==> src/rtl/conv_pkg.sv <==
package conv_pkg;

  // Width of a down-counter that must hold n-1.
  function automatic int unsigned cnt_width(input int unsigned n);
    return (n > 1) ? $clog2(n) : 1;
  endfunction

  // Bus is driven only while selected and in read phase (both active low inputs).
  function automatic logic bus_enable(input logic cs_n, input logic rdconv_n);
    return (~cs_n) & rdconv_n;
  endfunction

  // Level request: both controls low.
  function automatic logic convert_request(input logic cs_n, input logic rdconv_n);
    return ~(cs_n | rdconv_n);
  endfunction

endpackage

==> src/rtl/cc_sync.sv <==
module cc_sync #(
  parameter int unsigned WIDTH   = 1,
  parameter int unsigned STAGES  = 2,
  parameter logic        RST_VAL = 1'b1
) (
  input  logic             clk,
  input  logic             rst_n,
  input  logic [WIDTH-1:0] d,
  output logic [WIDTH-1:0] q
);
  logic [WIDTH-1:0] stg [STAGES];

  for (genvar g = 0; g < STAGES; g++) begin : g_stage
    if (g == 0) begin : g_first
      always_ff @(posedge clk or negedge rst_n) begin
        if (!rst_n) stg[g] <= {WIDTH{RST_VAL}};
        else        stg[g] <= d;
      end
    end else begin : g_next
      always_ff @(posedge clk or negedge rst_n) begin
        if (!rst_n) stg[g] <= {WIDTH{RST_VAL}};
        else        stg[g] <= stg[g-1];
      end
    end
  end

  assign q = stg[STAGES-1];
endmodule

==> src/rtl/cc_sequencer.sv <==
module cc_sequencer #(
  parameter int unsigned DATA_W      = 16,
  parameter int unsigned CONV_CYCLES = 8
) (
  input  logic              clk,
  input  logic              rst_n,
  input  logic              req_both_low,
  input  logic [DATA_W-1:0] sample_in,
  output logic              busy,
  output logic              start_evt,
  output logic              finish_evt,
  output logic [DATA_W-1:0] held_sample,
  output logic              held_invalid
);
  import conv_pkg::*;
  localparam int unsigned CNT_W = cnt_width(CONV_CYCLES);
  localparam logic [CNT_W-1:0] CNT_LOAD = CNT_W'(CONV_CYCLES - 1);

  logic             busy_q;
  logic [CNT_W-1:0] cnt_q;
  logic             fresh_q;   // high in the cycle right after BUSY rose

  assign start_evt  = busy_q & req_both_low;
  assign finish_evt = ~busy_q & (cnt_q == '0);

  always_ff @(posedge clk or negedge rst_n) begin
    if (!rst_n) begin
      busy_q       <= 1'b1;
      cnt_q        <= '0;
      fresh_q      <= 1'b0;
      held_sample  <= '0;
      held_invalid <= 1'b0;
    end else begin
      fresh_q <= finish_evt;
      if (start_evt) begin
        busy_q       <= 1'b0;
        cnt_q        <= CNT_LOAD;
        held_sample  <= sample_in;
        held_invalid <= fresh_q;
      end else if (!busy_q) begin
        if (cnt_q == '0) busy_q <= 1'b1;
        else             cnt_q  <= cnt_q - 1'b1;
      end
    end
  end

  assign busy = busy_q;
endmodule

==> src/rtl/cc_result.sv <==
module cc_result #(
  parameter int unsigned DATA_W = 16
) (
  input  logic              clk,
  input  logic              rst_n,
  input  logic              load,
  input  logic [DATA_W-1:0] held_sample,
  input  logic              held_invalid,
  output logic [DATA_W-1:0] result_q,
  output logic              result_invalid
);
  // Straight binary: bit i of the code is bit i of the sample, MSB on top.
  function automatic logic [DATA_W-1:0] code_word(input logic [DATA_W-1:0] s);
    logic [DATA_W-1:0] c;
    for (int i = 0; i < int'(DATA_W); i++) c[i] = s[i];
    return c;
  endfunction

  always_ff @(posedge clk or negedge rst_n) begin
    if (!rst_n) begin
      result_q       <= '0;
      result_invalid <= 1'b0;
    end else if (load) begin
      result_q       <= code_word(held_sample);
      result_invalid <= held_invalid;
    end
  end
endmodule

==> src/rtl/cc_bus.sv <==
module cc_bus #(
  parameter int unsigned DATA_W = 16
) (
  input  logic              cs_n_s,
  input  logic              rdconv_n_s,
  input  logic [DATA_W-1:0] result_q,
  output logic [DATA_W-1:0] bus_data,
  output logic              bus_oe
);
  import conv_pkg::*;
  always_comb begin
    bus_oe   = bus_enable(cs_n_s, rdconv_n_s);
    bus_data = bus_oe ? result_q : '0;
  end
endmodule

==> src/rtl/conv_ctrl_top.sv <==
module conv_ctrl_top #(
  parameter int unsigned DATA_W      = 16,
  parameter int unsigned CONV_CYCLES = 8,
  parameter int unsigned SYNC_STAGES = 2
) (
  input  logic              clk,
  input  logic              rst_n,
  input  logic              cs_n,
  input  logic              rdconv_n,
  input  logic [DATA_W-1:0] sample_in,
  output logic              busy,
  output logic [DATA_W-1:0] result_q,
  output logic              result_invalid,
  output logic [DATA_W-1:0] bus_data,
  output logic              bus_oe
);
  import conv_pkg::*;

  logic [1:0]        ctl_s;
  wire               cs_n_s     = ctl_s[1];
  wire               rdconv_n_s = ctl_s[0];
  wire               req_both_low = convert_request(cs_n_s, rdconv_n_s);
  logic              start_evt, finish_evt;
  logic [DATA_W-1:0] held_sample;
  logic              held_invalid;

  cc_sync #(.WIDTH(2), .STAGES(SYNC_STAGES), .RST_VAL(1'b1)) u_sync (
    .clk(clk), .rst_n(rst_n), .d({cs_n, rdconv_n}), .q(ctl_s)
  );

  cc_sequencer #(.DATA_W(DATA_W), .CONV_CYCLES(CONV_CYCLES)) u_seq (
    .clk(clk), .rst_n(rst_n), .req_both_low(req_both_low), .sample_in(sample_in),
    .busy(busy), .start_evt(start_evt), .finish_evt(finish_evt),
    .held_sample(held_sample), .held_invalid(held_invalid)
  );

  cc_result #(.DATA_W(DATA_W)) u_res (
    .clk(clk), .rst_n(rst_n), .load(finish_evt), .held_sample(held_sample),
    .held_invalid(held_invalid), .result_q(result_q), .result_invalid(result_invalid)
  );

  cc_bus #(.DATA_W(DATA_W)) u_bus (
    .cs_n_s(cs_n_s), .rdconv_n_s(rdconv_n_s), .result_q(result_q),
    .bus_data(bus_data), .bus_oe(bus_oe)
  );
endmodule

==> config.mk <==
export PLATFORM = sky130hd
export DESIGN_NAME = conv_ctrl_top
export DESIGN_NICKNAME = d
export VERILOG_FILES = /design/src/rtl/conv_pkg.sv /design/src/rtl/cc_sync.sv /design/src/rtl/cc_sequencer.sv /design/src/rtl/cc_result.sv /design/src/rtl/cc_bus.sv /design/src/rtl/conv_ctrl_top.sv
export SDC_FILE = /design/constraint.sdc
export NUM_CORES = 1
export LEC_CHECK = 0
export BUFFER_PORTS_ARGS = -buffer_cell sky130_fd_sc_hd__buf_4
export CAP_MARGIN = 20
export CORE_MARGIN = 2
export CORE_UTILIZATION = 35
export DETAILED_ROUTE_END_ITERATION = 6
export SLEW_MARGIN = 20
export SYNTH_ARGS = -nofsm -noshare
export SYNTH_HDL_FRONTEND = slang
export SYNTH_SLANG_ARGS = --single-unit
==> constraint.sdc <==
create_clock -name clk -period 4.4 [get_ports clk]
set_clock_uncertainty 0.2 [all_clocks]
set_input_delay 0.88 -clock clk [delete_from_list [all_inputs] [get_ports clk]]
set_output_delay 0.88 -clock clk [all_outputs]
set_load 0.01 [all_outputs]
# Word level (Yosys, flattened, before mapping)
# Cells that the tools add are included.
# classes
n_div	0
n_eq_ne	2
mux	7
n_mul	0
bitwise	7
addsub	1
n_reduce_logical	2
order_cmp	0
shifts	0
# ops
op	count
two-way mux 16 bit	1
two-way mux 3 bit	3
inequality test 2 bit (second input constant)	2
AND 1 bit	3
logical NOT 3 bit	1
two-way mux 1 bit	3
inverter 1 bit	3
subtractor 3 x 1 -> 3 bit (second input constant)	1
AND reduction 2 bit	1
bitwise OR 1 bit	1
# totals
word_cells	28
register_bits	43
latchBits	0
inputBits	20
out_inout_bits	35
ramBits	0
rom_bits	0
n_memories	0

# Depth between registers and ports, before layout
# Gate-level depths: netlist (run 1).
# logic_depth
depth_word	5
mapped_depth	6
depth_no_buf	5

# Hierarchy
# From an unflattened synthesis (run 1), not the netlist that was laid out.
# unflattened
hier_cells	118
hier_area_um2	1880.6
# by_module_without_submodules
module	n_inst	cells_per_inst	area_per_inst_um2	seq_area_each_um2
cc_sequencer	1	56	905.9	551.8
cc_result	1	36	685.7	425.4
cc_bus	1	19	165.2	0.0
cc_sync	1	6	120.1	105.1
conv_ctrl_top	1	1	3.8	0.0

# Least setup slack after synthesis (run 1)
# No wires, ideal clock.
# synth_timing
path_kind	register to output
from	register u_sync.stg, in the netlist u_sync.q[0]
to	output port bus_data[0]
required_time_ns	3.320
arrival_time_ns	1.159
n_path_buf	1
slack_ns	2.161
path_stages_with_launch	4
path_cell_list	dfstp_2 > and2b_2 > clkbuf_1 > and2_1
# synth_via
elab_chain_cells	2
# synth_lines
item	line	text
start: declaration	cc_sync.sv:11	logic [WIDTH-1:0] stg [STAGES];
start signal: indexed assignment	cc_sync.sv:21	if (!rst_n) stg[g] <= {WIDTH{RST_VAL}};
start signal: indexed assignment	cc_sync.sv:22	else stg[g] <= stg[g-1];
AND 1 bit	conv_pkg.sv:10	return (~cs_n) & rdconv_n;
net bus_oe	conv_ctrl_top.sv:15	output logic bus_oe
two-way mux 16 bit	cc_bus.sv:13	bus_data = bus_oe ? result_q : '0;
end: declaration	conv_ctrl_top.sv:14	output logic [DATA_W-1:0] bus_data,
# The timed path passes the listed nets, and every way through them passes these cells.

# Final worst setup path (run 1)
# layout_timing
from	register u_sync.stg, in the netlist u_sync.q[1]
to	output port bus_data[6]
# layout_via
elab_chain_cells	3
# layout_lines
item	line
inverter 1 bit	conv_pkg.sv:10
AND 1 bit	conv_pkg.sv:10
two-way mux 16 bit	cc_bus.sv:13
# Every way passes these cells.

==> run metrics, run 1 <==
hold path depth=0; clock root buffer master=clkbuf_8; Port-buffer cells=54; Setup TNS=0 ns; first-pass GRT wire length=5.37 mm; Die H=75.5 um; total die area=5700 um^2; Clock transition at path regs=0.08 ns; Remaining Overflow, GRT=0; gr usage total=0.131; routed wire length=3.41 mm; Max-Cap Viols=0; Mapped Area=1790 um^2; Hold Slack=0.157 ns; peak supply drop=264 uV; core area=5010 um^2; post-cts sizing count=0; Top delay family on crit path=flip-flops; fin util=0.462; DR pass1 iterations=4; Cells after Synth=115; RSZ-0062 raised after global routing=no; CTS tree=built; antenna viol nets, final=0; Final Cycle Share=0.586; footprint of the multi-input gates=646 um^2; worst hold path startpoint=u_sync.stg[2]$_DFF_PN1_; Worst Hold End=u_sync.q[0]$_DFF_PN1_; Total Power=1.46 mW; Fin. Hold Viols=0; CP Class=reg2out; Fmax=388 MHz; most frequent cells in the layout=54 x buf_4, 38 x dfrtp_1, 23 x mux2_2, 16 x and2_1, 11 x mux2_4; Data arrival, critical path=1.50 ns; Mapped Avg Cell Area=15.6 um^2; DP Area=2230 um^2; Leak=1.12 nW; final setup fails=0; Crit Path Max Fanout=17; drt drc=0; vias per std cell=4.53; FF+latch area=1080 um^2; worst r2r dst=u_res.result_q[9]$_DFFE_PN0P_; Final #Nets=193; Routability Congestion=0.665; Fill cells=476; worst path cell trace=and2b_2 -> and2_1 -> buf_4; r2r startpoint=u_seq.cnt_q[0]$_DFFE_PN0P_; Synth-to-Final Area Change=29.4%; initial cell density of the core=0.357; via count=1096; CTS Sinks=43; DP Wirelength=2.35 mm; vias in the first global route=1119; post-synth cell types=21; die width=75.5 um; Worst path max stage delay=0.54 ns; PD cells=632 nW/um^2; register bit count reported by yosys=43; syn nets=137; Clock Path Buffers=2; Worst slew margin=0.342; setup bufs post-CTS=0; Tmin final=2.58 ns; area leader, netlist=dfrtp_1; hold_buf cts=0; Routed wire per std cell=14.1 um; ant diodes=0; flop2flop setup slack=2.18 ns; share of layout cells above drive strength 1=0.605; CP endpoint kind=output pin; Final Instance Area=2320 um^2; Initial DRC Count=34; top-area cell type share of the netlist area=0.531; nature of the critical path startpoint=flip-flop; worst min-delay path class=reg2reg; I/O pins=55; worst-margin pin slew=0.986 ns; Buffers & Inverters on Critical Path=1; # H-tree levels=2; largest cells by area after synthesis=dfrtp_1 53%, mux2_2 14%, mux2_4 9.2%; register area share after synthesis=0.604; TritonCTS Buffers=5; WP data required=3.32 ns; fin. max-slew vios=0; Cell Rows=26; R2R depth=4; status=completed; Clock Latency Late Sink=0.29 ns; Slowest-stage cell, CP=dfstp_2; synth warn=0; commonest non-fill, non-tap cell in the layout=buf_4; initial antenna violation count=0; largest net degree at the start of global routing=44
[how the worst max path moves through the flow]
stage / start / to / slack [ns] / cells after the start
final: u_sync.q[1]$_DFF_PN1_ / bus_data[6] / 1.82 / 3
after global routing: u_sync.q[1]$_DFF_PN1_ / bus_data[7] / 1.72 / 3
after CTS: u_sync.q[1]$_DFF_PN1_ / bus_data[11] / 1.79 / 3
after detailed placement: u_sync.q[1]$_DFF_PN1_ / bus_data[11] / 2.12 / 3
after global placement: u_sync.q[1]$_DFF_PN1_ / bus_data[8] / 2.15 / 3
after floorplan: u_sync.q[0]$_DFF_PN1_ / bus_data[0] / 2.16 / 3
[per-layer routing]
layer / vias to the layer above / global-route usage / part of all wire / wire length (um)
li1: 504 / - / - / -
met1: 541 / 0.160 / 0.41 / 1400
met2: 45 / 0.206 / 0.50 / 1690
met3: 6 / 0.0489 / 0.075 / 257
met4: 0 / 0.0643 / 0.019 / 66
met5: - / 0 / 0 / 0
[cell type report]
class / instances / area share
timing repair buffer: 54 / 0.175
clock buffer: 5 / 0.0297
tap: 70 / 0.0378
clock inverter: 3 / 0.00648
inverter: 3 / 0.00486
sequential: 43 / 0.467
multi-input combinational: 64 / 0.279
[synth_stat cells]
cell type and instances:
ha_1 2, nor2_1 1, and2_4 1, mux2i_1 1, and2_1 16, dfrtp_1 38
and2b_2 1, nor3b_2 1, mux2_2 23, o211ai_1 1, nand2b_1 1, a21oi_1 1
or4b_1 1, buf_6 3, inv_1 3, o21ai_0 2, dfstp_2 5, clkbuf_1 1
mux2_4 11, a22oi_1 1, buf_12 1
[metrics by stage]
step / instances / setup WS [ns]
2_1_floorplan: 115 / 2.16
3_3_place_gp: 234 / 2.15
3_5_place_dp: 234 / 2.12
4_1_cts: 242 / 1.79
5_1_grt: 242 / 1.72
6_report: 242 / 1.82
[flip-flops by register name (all words and copies together), names as in the netlist]
| name | flops |
|---|---|
| u_seq.cnt_q | 3 |
| u_seq.fresh_q | 1 |
| u_sync.stg | 2 |
| u_seq.held_sample | 16 |
| u_seq.busy | 1 |
| u_sync.q | 2 |
| u_seq.held_invalid | 1 |
| u_res.result_q | 16 |
| u_res.result_invalid | 1 |
[cell families (layout without fill, tap and decap cells)]
kind of cell / count (synthesis) / after routing / share of synthesized area
AO/OA/AOI/OAI: 5 / 5 / 0.0168
AND/OR/NAND/NOR: 22 / 22 / 0.0839
flip-flops: 43 / 43 / 0.604
adder cells (fa/ha/maj): 2 / 2 / 0.0140
buffers and inverters: 8 / 65 / 0.0384
multiplexers: 35 / 35 / 0.242
[worst reg2reg max path: cells and delay by family (launching register included)]
kind | cells | cell delay [ns]
and+or+nand+nor | 1 | 0.83
muxes | 1 | 0.42
DFF | 1 | 0.39
adders and majority gates | 1 | 0.19
buffers and inverters | 1 | 0.08
[report_power, final]
part	total, mW	internal, mW	switching (mW)
Combinational	0.537	0.338	0.199
Clock	0.240	0.109	0.131
Sequential	0.686	0.576	0.110
(Power assumes the default switching activity.)
==> run 2: changes to the inputs <==
- ABC_AREA: not set -> 1
- clock period: 4.4 -> 2.7 ns (I/O delays scaled with it)
==> run 2 against run 1 <==
Against the previous run:
- sequential power increased by 68%
- first-iteration DRC count increased by 140%
- total power increased by 67%
- final cell count increased by 41%
- worst hold slack got worse by 0.12 ns
- clock power increased by 79%
- global-route usage increased by 0.50 points
- core utilization increased by 0.19 points
- cell area increased by 2.4%
- worst setup slack got worse by 1.3 ns
- area after synthesis increased by 2.9%
- critical path type unchanged
- highest routed layer unchanged
==> run metrics, run 2 <==
first-pass GRT wire length=6.30 mm; ant diodes=0; Remaining Overflow, GRT=0; Worst slew margin=0.647; worst-margin pin slew=0.529 ns; largest cells by area after synthesis=dfrtp_1 52%, nand2_1 20%, dfstp_2 7.1%; CP Class=reg2out; syn nets=239; core area=5110 um^2; Final Cycle Share=0.802; hold_buf cts=0; top cells by count, synth=100 x nand2_1, 38 x dfrtp_1, 22 x inv_1, 19 x nand3_1, 16 x nor2_1; initial antenna violation count=0; Cells after Synth=217; CTS tree=built; fraction of registers with async set/reset=1.00; Tmin final=2.17 ns; RSZ-0062 raised after global routing=no; WP data required=1.96 ns; vias in the first global route=1321; top-area cell type share of the netlist area=0.516; clock root buffer master=clkbuf_8; Setup TNS=0 ns; fin. max-slew vios=0; Cells after DPL=333; CP endpoint kind=output pin; Cell Rows=26; Crit Path Max Fanout=16; TritonCTS Buffers=5; Total Power=2.45 mW; commonest non-fill, non-tap cell in the layout=nand2_1; share of layout cells above drive strength 1=0.269; I/O pins=55; Die H=76.6 um; Hold Slack=0.0325 ns; # H-tree levels=2; nature of the critical path startpoint=flip-flop; Initial DRC Count=83; initial cell density of the core=0.361; setup bufs post-CTS=0; final setup fails=0; DP Worst Slack=0.809 ns; post-cts sizing count=0; final instance count without filler cells=341; Final Instance Area=2370 um^2; worst min-delay path class=in2async; drt drc=0; Fmax=462 MHz; Mapped Area=1840 um^2; largest net degree at the start of global routing=44; register area share after synthesis=0.587; via count=1456; Mapped Avg Cell Area=8.49 um^2; fin util=0.464; vias per std cell=4.27; PD cells=1030 nW/um^2; Worst Setup Slack, final=0.534 ns; DP Area=2270 um^2; gr usage total=0.136; antenna viol nets, final=0; worst setup path startpoint=u_sync.q[0]$_DFF_PN1_; die width=76.6 um; number of synthesized flops with an enable pin=0; biggest regs=u_res.result_q x16, u_seq.held_sample x16, u_seq.cnt_q x3; Clock transition at path regs=0.07 ns; r2r startpoint=u_seq.busy$_DFF_PN1_; Routability Congestion=0.711; DP Wirelength=2.48 mm; routed wire length=3.77 mm; total die area=5860 um^2; status=completed; cell with the most instances after synthesis=nand2_1; peak supply drop=457 uV; synth warn=0; Port-buffer cells=54; register bit count reported by yosys=43; Fin. Hold Viols=0; Leak=1.33 nW; Final #Nets=292; Post-synth top flop=dfrtp_1; area leader, netlist=dfrtp_1; DR pass1 iterations=4; Clock Latency Late Sink=0.28 ns; Routed wire per std cell=11.1 um; post-synth cell types=17; Data arrival, critical path=1.43 ns; Clock Path Buffers=2; Synth-to-Final Area Change=28.6%; Max-Cap Viols=0; CTS Sinks=43; most frequent cells in the layout=100 x nand2_1, 54 x buf_4, 38 x dfrtp_1, 22 x inv_1, 19 x nand3_1
run 2: critical path, stage by stage, from the launching register on:
cell and delay [ns]:
dfstp_2 0.56, inv_1 0.05, nor2_2 0.12, inv_2 0.15, nor2_1 0.13, buf_4 0.13
run 2: final cells by class:
type	instances	area [um^2]
fill	528	2740
multi-input combinational	141	597
inverter	25	98.8
sequential	43	1080
clock buffer	8	100
tap	70	87.6
timing repair buffer	54	405
run 2: metal layers:
metal | vias to the layer above | share of wire | GRT usage
li1 | 748 | - | -
met1 | 666 | 0.47 | 0.184
met2 | 38 | 0.48 | 0.213
met3 | 4 | 0.036 | 0.0237
met4 | 0 | 0.016 | 0.0655
met5 | - | 0 | 0
run 2: kinds of logic after synthesis:
family | count (synthesis) | share of synthesized area
fa+ha+maj | 2 | 0.0136
buf+inv | 33 | 0.0889
simple gates | 139 | 0.310
flops | 43 | 0.587
run 2: path summary, 6_finish.rpt:
check | to | slack [ns] | cells past startpoint
min in group clk | u_sync.q[0]$_DFF_PN1_ | 0.16 | 0
worst min-delay path | u_res.result_invalid$_DFFE_PN0P_ | 0.03 | 1
worst max register to register | u_seq.cnt_q[0]$_DFFE_PN0P_ | 0.89 | 4
max in group asynchronous | u_sync.stg[3]$_DFF_PN1_ | 1.90 | 1
worst max-delay path | bus_data[0] | 0.53 | 5
worst min register to register | u_sync.q[0]$_DFF_PN1_ | 0.16 | 0
run 2: report_power, final:
group	internal, mW	switching, mW	leakage (nW)
clock network	0.233	0.197	0.0515
logic	0.394	0.478	0.753
registers	0.933	0.213	0.530
